--- src/rtl/dbuf_dma_pkg.sv ---
package dbuf_dma_pkg;
   typedef enum logic [1:0] {
      CH_IDLE  = 2'd0,
      CH_WAIT  = 2'd1,
      CH_WRITE = 2'd2,
      CH_ACK   = 2'd3
   } ch_state_t;
endpackage

--- src/rtl/dbuf_ptr_unit.sv ---
module dbuf_ptr_unit #(
   parameter int ADDR_W     = 32,
   parameter int CNT_W      = 16,
   parameter int ITEM_BYTES = 4
) (
   input  logic              clk,
   input  logic              rst_n,
   input  logic              start,
   input  logic              step,
   input  logic [CNT_W-1:0]  reload_val,
   output logic              tgt,
   output logic [CNT_W-1:0]  rem,
   output logic [ADDR_W-1:0] offset,
   output logic              tc
);
   localparam logic [ADDR_W-1:0] STEP_BYTES = ADDR_W'(ITEM_BYTES);
   localparam logic [CNT_W-1:0]  ONE        = CNT_W'(1);

   if (ITEM_BYTES < 1) begin : g_bad_item
      $error("ITEM_BYTES must be at least 1");
   end

   assign tc = step && (rem == ONE);

   always_ff @(posedge clk or negedge rst_n) begin
      if (!rst_n) begin
         tgt    <= 1'b0;
         rem    <= '0;
         offset <= '0;
      end else if (start) begin
         tgt    <= 1'b0;
         rem    <= reload_val;
         offset <= '0;
      end else if (tc) begin
         tgt    <= ~tgt;
         rem    <= reload_val;
         offset <= '0;
      end else if (step) begin
         rem    <= rem - ONE;
         offset <= offset + STEP_BYTES;
      end
   end


   tgt_flip_chk: assert property (@(posedge clk) disable iff (!rst_n)
      tc |=> (tgt != $past(tgt)) && (offset == '0));

   offset_step_chk: assert property (@(posedge clk) disable iff (!rst_n)
      (step && !tc && !start) |=> offset == $past(offset) + STEP_BYTES);
endmodule

--- src/rtl/dbuf_tc_flag.sv ---
module dbuf_tc_flag #(
   parameter bit SET_WINS = 1'b1
) (
   input  logic clk,
   input  logic rst_n,
   input  logic set_i,
   input  logic clr_i,
   output logic flag
);
   logic nxt;

   if (SET_WINS) begin : g_set_pri
      assign nxt = set_i | (flag & ~clr_i);
   end else begin : g_clr_pri
      assign nxt = ~clr_i & (set_i | flag);
   end

   always_ff @(posedge clk or negedge rst_n) begin
      if (!rst_n) flag <= 1'b0;
      else        flag <= nxt;
   end


   flag_set_chk: assert property (@(posedge clk) disable iff (!rst_n)
      (set_i && SET_WINS) |=> flag);

   flag_clr_chk: assert property (@(posedge clk) disable iff (!rst_n)
      (clr_i && !set_i) |=> !flag);
endmodule

--- src/rtl/dbuf_xfer_ctl.sv ---
module dbuf_xfer_ctl
   import dbuf_dma_pkg::*;
#(
   parameter int ADDR_W = 32,
   parameter int DATA_W = 32
) (
   input  logic              clk,
   input  logic              rst_n,
   input  logic              en,
   input  logic              cnt_ok,
   input  logic              per_req,
   input  logic [DATA_W-1:0] per_data,
   input  logic [ADDR_W-1:0] next_addr,
   input  logic              mem_ready,
   output logic              mem_valid,
   output logic [ADDR_W-1:0] mem_addr,
   output logic [DATA_W-1:0] mem_wdata,
   output logic              per_ack,
   output logic              start,
   output logic              step
);
   ch_state_t st, st_nxt;

   assign start = (st == CH_IDLE) && en && cnt_ok;
   assign step  = (st == CH_WRITE) && mem_ready;

   always_comb begin
      st_nxt = st;
      unique case (st)
         CH_IDLE:  if (start) st_nxt = CH_WAIT;
         CH_WAIT:  if (!en) st_nxt = CH_IDLE;
                   else if (per_req) st_nxt = CH_WRITE;
         CH_WRITE: if (mem_ready) st_nxt = CH_ACK;
         CH_ACK:   st_nxt = en ? CH_WAIT : CH_IDLE;
         default:  st_nxt = CH_IDLE;
      endcase
   end

   always_ff @(posedge clk or negedge rst_n) begin
      if (!rst_n) begin
         st        <= CH_IDLE;
         mem_addr  <= '0;
         mem_wdata <= '0;
         per_ack   <= 1'b0;
      end else begin
         st      <= st_nxt;
         per_ack <= step;
         if (st == CH_WAIT && en && per_req) begin
            mem_addr  <= next_addr;
            mem_wdata <= per_data;
         end
      end
   end

   assign mem_valid = (st == CH_WRITE);


   hold_beat_chk: assert property (@(posedge clk) disable iff (!rst_n)
      (mem_valid && !mem_ready) |=> mem_valid && $stable(mem_addr) && $stable(mem_wdata));

   ack_after_accept_chk: assert property (@(posedge clk) disable iff (!rst_n)
      (mem_valid && mem_ready) |=> per_ack);

   ack_single_chk: assert property (@(posedge clk) disable iff (!rst_n)
      per_ack |=> !per_ack);

   no_write_disabled_chk: assert property (@(posedge clk) disable iff (!rst_n)
      (!en && !mem_valid) |=> !mem_valid);
endmodule

--- src/rtl/dbuf_dma_chan.sv ---
module dbuf_dma_chan #(
   parameter int ADDR_W     = 32,
   parameter int DATA_W     = 32,
   parameter int CNT_W      = 16,
   parameter int ITEM_BYTES = 4
) (
   input  logic              clk,
   input  logic              rst_n,
   input  logic              cfg_en,
   input  logic [ADDR_W-1:0] cfg_base0,
   input  logic [ADDR_W-1:0] cfg_base1,
   input  logic [CNT_W-1:0]  cfg_count,
   input  logic              clr_we,
   input  logic              clr_mask,
   input  logic              per_req,
   input  logic [DATA_W-1:0] per_data,
   output logic              per_ack,
   output logic              mem_valid,
   input  logic              mem_ready,
   output logic [ADDR_W-1:0] mem_addr,
   output logic [DATA_W-1:0] mem_wdata,
   output logic              cur_target,
   output logic [CNT_W-1:0]  remaining,
   output logic              tc_pulse,
   output logic              tc_flag
);
   if (ADDR_W < 2 || DATA_W < 1 || CNT_W < 1) begin : g_bad_width
      $error("dbuf_dma_chan: widths out of range");
   end

   logic              start, step;
   logic [ADDR_W-1:0] offset, next_addr;

   assign next_addr = (cur_target ? cfg_base1 : cfg_base0) + offset;

   dbuf_xfer_ctl #(.ADDR_W(ADDR_W), .DATA_W(DATA_W)) u_ctl (
      .clk(clk), .rst_n(rst_n), .en(cfg_en), .cnt_ok(cfg_count != '0),
      .per_req(per_req), .per_data(per_data), .next_addr(next_addr),
      .mem_ready(mem_ready), .mem_valid(mem_valid), .mem_addr(mem_addr),
      .mem_wdata(mem_wdata), .per_ack(per_ack), .start(start), .step(step)
   );

   logic tc_now;

   dbuf_ptr_unit #(.ADDR_W(ADDR_W), .CNT_W(CNT_W), .ITEM_BYTES(ITEM_BYTES)) u_ptr (
      .clk(clk), .rst_n(rst_n), .start(start), .step(step),
      .reload_val(cfg_count), .tgt(cur_target), .rem(remaining),
      .offset(offset), .tc(tc_now)
   );

   always_ff @(posedge clk or negedge rst_n) begin
      if (!rst_n) tc_pulse <= 1'b0;
      else        tc_pulse <= tc_now;
   end

   dbuf_tc_flag #(.SET_WINS(1'b1)) u_flag (
      .clk(clk), .rst_n(rst_n), .set_i(tc_now), .clr_i(clr_we && clr_mask),
      .flag(tc_flag)
   );


   tc_with_ack_chk: assert property (@(posedge clk) disable iff (!rst_n)
      tc_pulse |-> per_ack);

   zero_count_idle_chk: assert property (@(posedge clk) disable iff (!rst_n)
      (cfg_count == '0 && !mem_valid && !per_ack) |=> !mem_valid);
endmodule

--- config.mk ---
export PLATFORM = sky130hd
export DESIGN_NAME = dbuf_dma_chan
export DESIGN_NICKNAME = d
export VERILOG_FILES = /design/src/rtl/dbuf_dma_pkg.sv /design/src/rtl/dbuf_ptr_unit.sv /design/src/rtl/dbuf_tc_flag.sv /design/src/rtl/dbuf_xfer_ctl.sv /design/src/rtl/dbuf_dma_chan.sv
export SDC_FILE = /design/constraint.sdc
export NUM_CORES = 1
export LEC_CHECK = 0
export BUFFER_PORTS_ARGS = -buffer_cell sky130_fd_sc_hd__buf_2
export CAP_MARGIN = 30
export CORE_UTILIZATION = 39
export DETAILED_ROUTE_END_ITERATION = 12
export GPL_ROUTABILITY_DRIVEN = 0
export HOLD_SLACK_MARGIN = 0.03
export PLACE_DENSITY_LB_ADDON = 0.3
export SYNTH_ARGS = -nofsm -noshare
export SYNTH_HDL_FRONTEND = slang
export SYNTH_SLANG_ARGS = --single-unit
--- constraint.sdc ---
create_clock -name clk -period 3.8 [get_ports clk]
set_clock_uncertainty 0.15 [all_clocks]
set_input_delay 0.76 -clock clk [delete_from_list [all_inputs] [get_ports clk]]
set_output_delay 0.76 -clock clk [all_outputs]
set_load 0.01 [all_outputs]
==> results.ini <==
[floorplan]
initial_core_util_pct = 40.36
die_h_um = 136.5
num_io_pins = 204
core_area_um2 = 17480
rows = 48
die_area_um2 = 18630
die_x_um = 136.5

[synthesis]
ys_seq_elements = 116
async_reset_ff_share_pct = 100.0
syn_inst = 811
synth_edf_count = 0
synth_fp_nets = 963
synth-main-ff-cell = dfrtp_1
ys_types = 65
yosysWarnings = 0
syn_area_um2 = 7053
synth_area_per_cell_um2 = 8.697
ys_seq_area_share_pct = 41.16

[critical_path]
cp-start-kind = register
crit_required_ns = 3.93
critical_path.max_fanout = 9
end_kind = register
cp.arrival_ns = 3.63
critical_path_class = register to register

[detailed_routing]
drt_wl_total_um = 18090
drt-pass1-iter-count = 5
drc = 0
postRouteAntennaNets = 0
wl_per_cell_um = 14.46
first_iter_violations = 401
vias_per_cell = 5.114
vias = 6397

[grt]
grt_usage_pct = 19.92
antenna_found_initial = 0
grt_pass1_vias = 5906
grt_start_max_net_pins = 65
gr-total-overflow = 0
grt_pass1_wl_um = 28900

[pwr]
p_clk_share_pct = 31.6
total_power_uw = 5286
ir_drop_uv = 314.8
p_sw_share_pct = 35.64
seqPwrFrac_pct = 36.9
power.switching_uw = 1884
internal_power_uw = 3402
share_comb_of_total_power_pct = 31.6
leakagePower_uw = 0.004559
power.density_nw_per_um2 = 587.3

[place]
placed_area_um2 = 8383
portBuffers = 203
dp_hpwl_um = 13400

[finish]
area_delta_synth_final_pct = 27.60
diodes = 0
num-fill-cells = 1648
seqCellArea_um2 = 2904
nets = 1165
fin_area_um2 = 9000
drive_gt1_share_pct = 29.34
fin_util_pct = 51.50
final_cell_mix = buf_2 (202), nand2_1 (179), dfrtp_1 (115)
multi_input_area_um2 = 3954
final_common_cell = buf_2

[clock_tree]
tritoncts = yes
clockBufferDepth = 2
root_buffer = clkbuf_16
cts_setup_buffers = 0
htreeDepth = 4
worst_skew_pair.late_latency_ns = 0.42
cts_inserted_buffers = 17
cts_sinks = 116
path_clk_slew_ns = 0.06

[timing]
setup_tns_ns = 0
fmax_ghz = 0.2854
worstMarginPinSlew_ns = 0.7480
setup_violations = 0
rsz0062_at_grt = false
fin_crit_sh_pct = 92.20
period_needed_ns = 3.503
max_slew_margin_pct = 50.14
final_hold_viol_count = 0
slew_viol_final = 0

[flow_run]
cap_violations = 0

[min_path]
hold_class = input port to async pin

[outcome]
outcome = complete, no violations

## worst paths after layout
kind / startpoint / to / slack [ns] / depth (start not counted)
setup / recovery: u_ptr.tgt / u_ctl.mem_addr[26] / 0.30 / 10
hold / removal: rst_n / u_ptr.rem[13] / 0.25 / 1
setup reg to reg: u_ptr.tgt / u_ctl.mem_addr[26] / 0.30 / 10
hold reg to reg: u_ctl.mem_wdata[21] / u_ctl.mem_wdata[21] / 0.32 / 2
max in group asynchronous: rst_n / u_ctl.mem_wdata[0] / 2.45 / 2
min in group clk: u_ctl.mem_wdata[21] / u_ctl.mem_wdata[21] / 0.32 / 2
## registers in the layout, indices dropped and copies added (netlist names)
signal           cells
tc_pulse             1
u_ctl.mem_addr      32
u_ctl.mem_wdata     32
u_ctl.per_ack        1
u_ctl.st             2
u_flag.flag          1
u_ptr.offset        30
u_ptr.rem           16
u_ptr.tgt            1
## power by group through the flow
stage                     combinational (uW)  clock, uW  sequential [uW]
after floorplan                          773          0             2130
after global placement                  1650          0             1970
after detailed placement                1690          0             1960
after CTS                               1690       1710             1950
after global routing                    1880       1770             2010
final                                   1670       1670             1950
## worst max-delay path, cell delays in order, from the launching register on
cell       delay (ns)
dfrtp_2          0.51
mux2_2           0.39
ha_1             0.31
a21o_1           0.19
a2111oi_0        0.53
nor3_1           0.15
a211o_1          0.34
a31o_1           0.28
a41oi_2          0.28
xor2_1           0.16
o21ai_0          0.08
## layer usage
metal	wire (um)	vias to the layer above	track usage, %
li1	-	3268	-
met1	8619	2899	27.34
met2	8252	210	31.02
met3	1009	20	4.586
met4	210	0	6.049
met5	0	-	0
## metrics by stage
stage | hold slack [ns] | instances | setup slack, ns
final | 0.2516 | 1251 | 0.2965
after global routing | 0.3081 | 1251 | 0.1163
after CTS | 0.2774 | 1251 | 0.1792
after global placement | 0.3036 | 1219 | 0.1671
after floorplan | 0.3144 | 811 | 0.1227
after detailed placement | 0.3070 | 1219 | 0.1370
## repair_timing
item | 4_1_cts | 5_1_grt
gates resized for setup | 0 | 1
setup endpoints to repair | 0 | 1
hold buffers | 0 | 0
## area by class of cell
class                           count  area share (%)
Clock inverter                     14           1.960
Tap cell                          225           3.128
Sequential cell                   116           32.27
Timing Repair Buffer              218           13.12
Multi-Input combinational cell    643           43.93
Inverter                           17          0.7090
Clock buffer                       18           4.880
## cells by family after synthesis
family / share of synthesized area (%)
AOI/OAI and AO/OA: 15.33
xor gates and xnor gates: 6.830
adders and majority gates: 5.854
buffers and inverters: 3.034
DFF: 41.16
muxes: 5.553
other: 0.05317
and+or+nand+nor: 22.19
## cells in the mapped netlist (6+ instances only)
master | number | share of area (%)
nand3_1 | 16 | 1.1
xor2_1 | 35 | 4.3
nor2_1 | 63 | 3.4
xnor2_1 | 20 | 2.5
or3_1 | 8 | 0.71
nor3_1 | 23 | 1.6
inv_1 | 16 | 0.85
a21oi_1 | 40 | 2.8
dfrtp_1 | 116 | 41
mux2_2 | 33 | 5.3
ha_1 | 33 | 5.9
nand4_1 | 15 | 1.3
nand2_1 | 179 | 9.5
a21o_1 | 21 | 2.2
clkbuf_1 | 25 | 1.3
o21ai_0 | 58 | 4.1
nor4_1 | 8 | 0.71
buf_2 | 6 | 0.43
No activity file was read; power rests on OpenSTA's default activity.
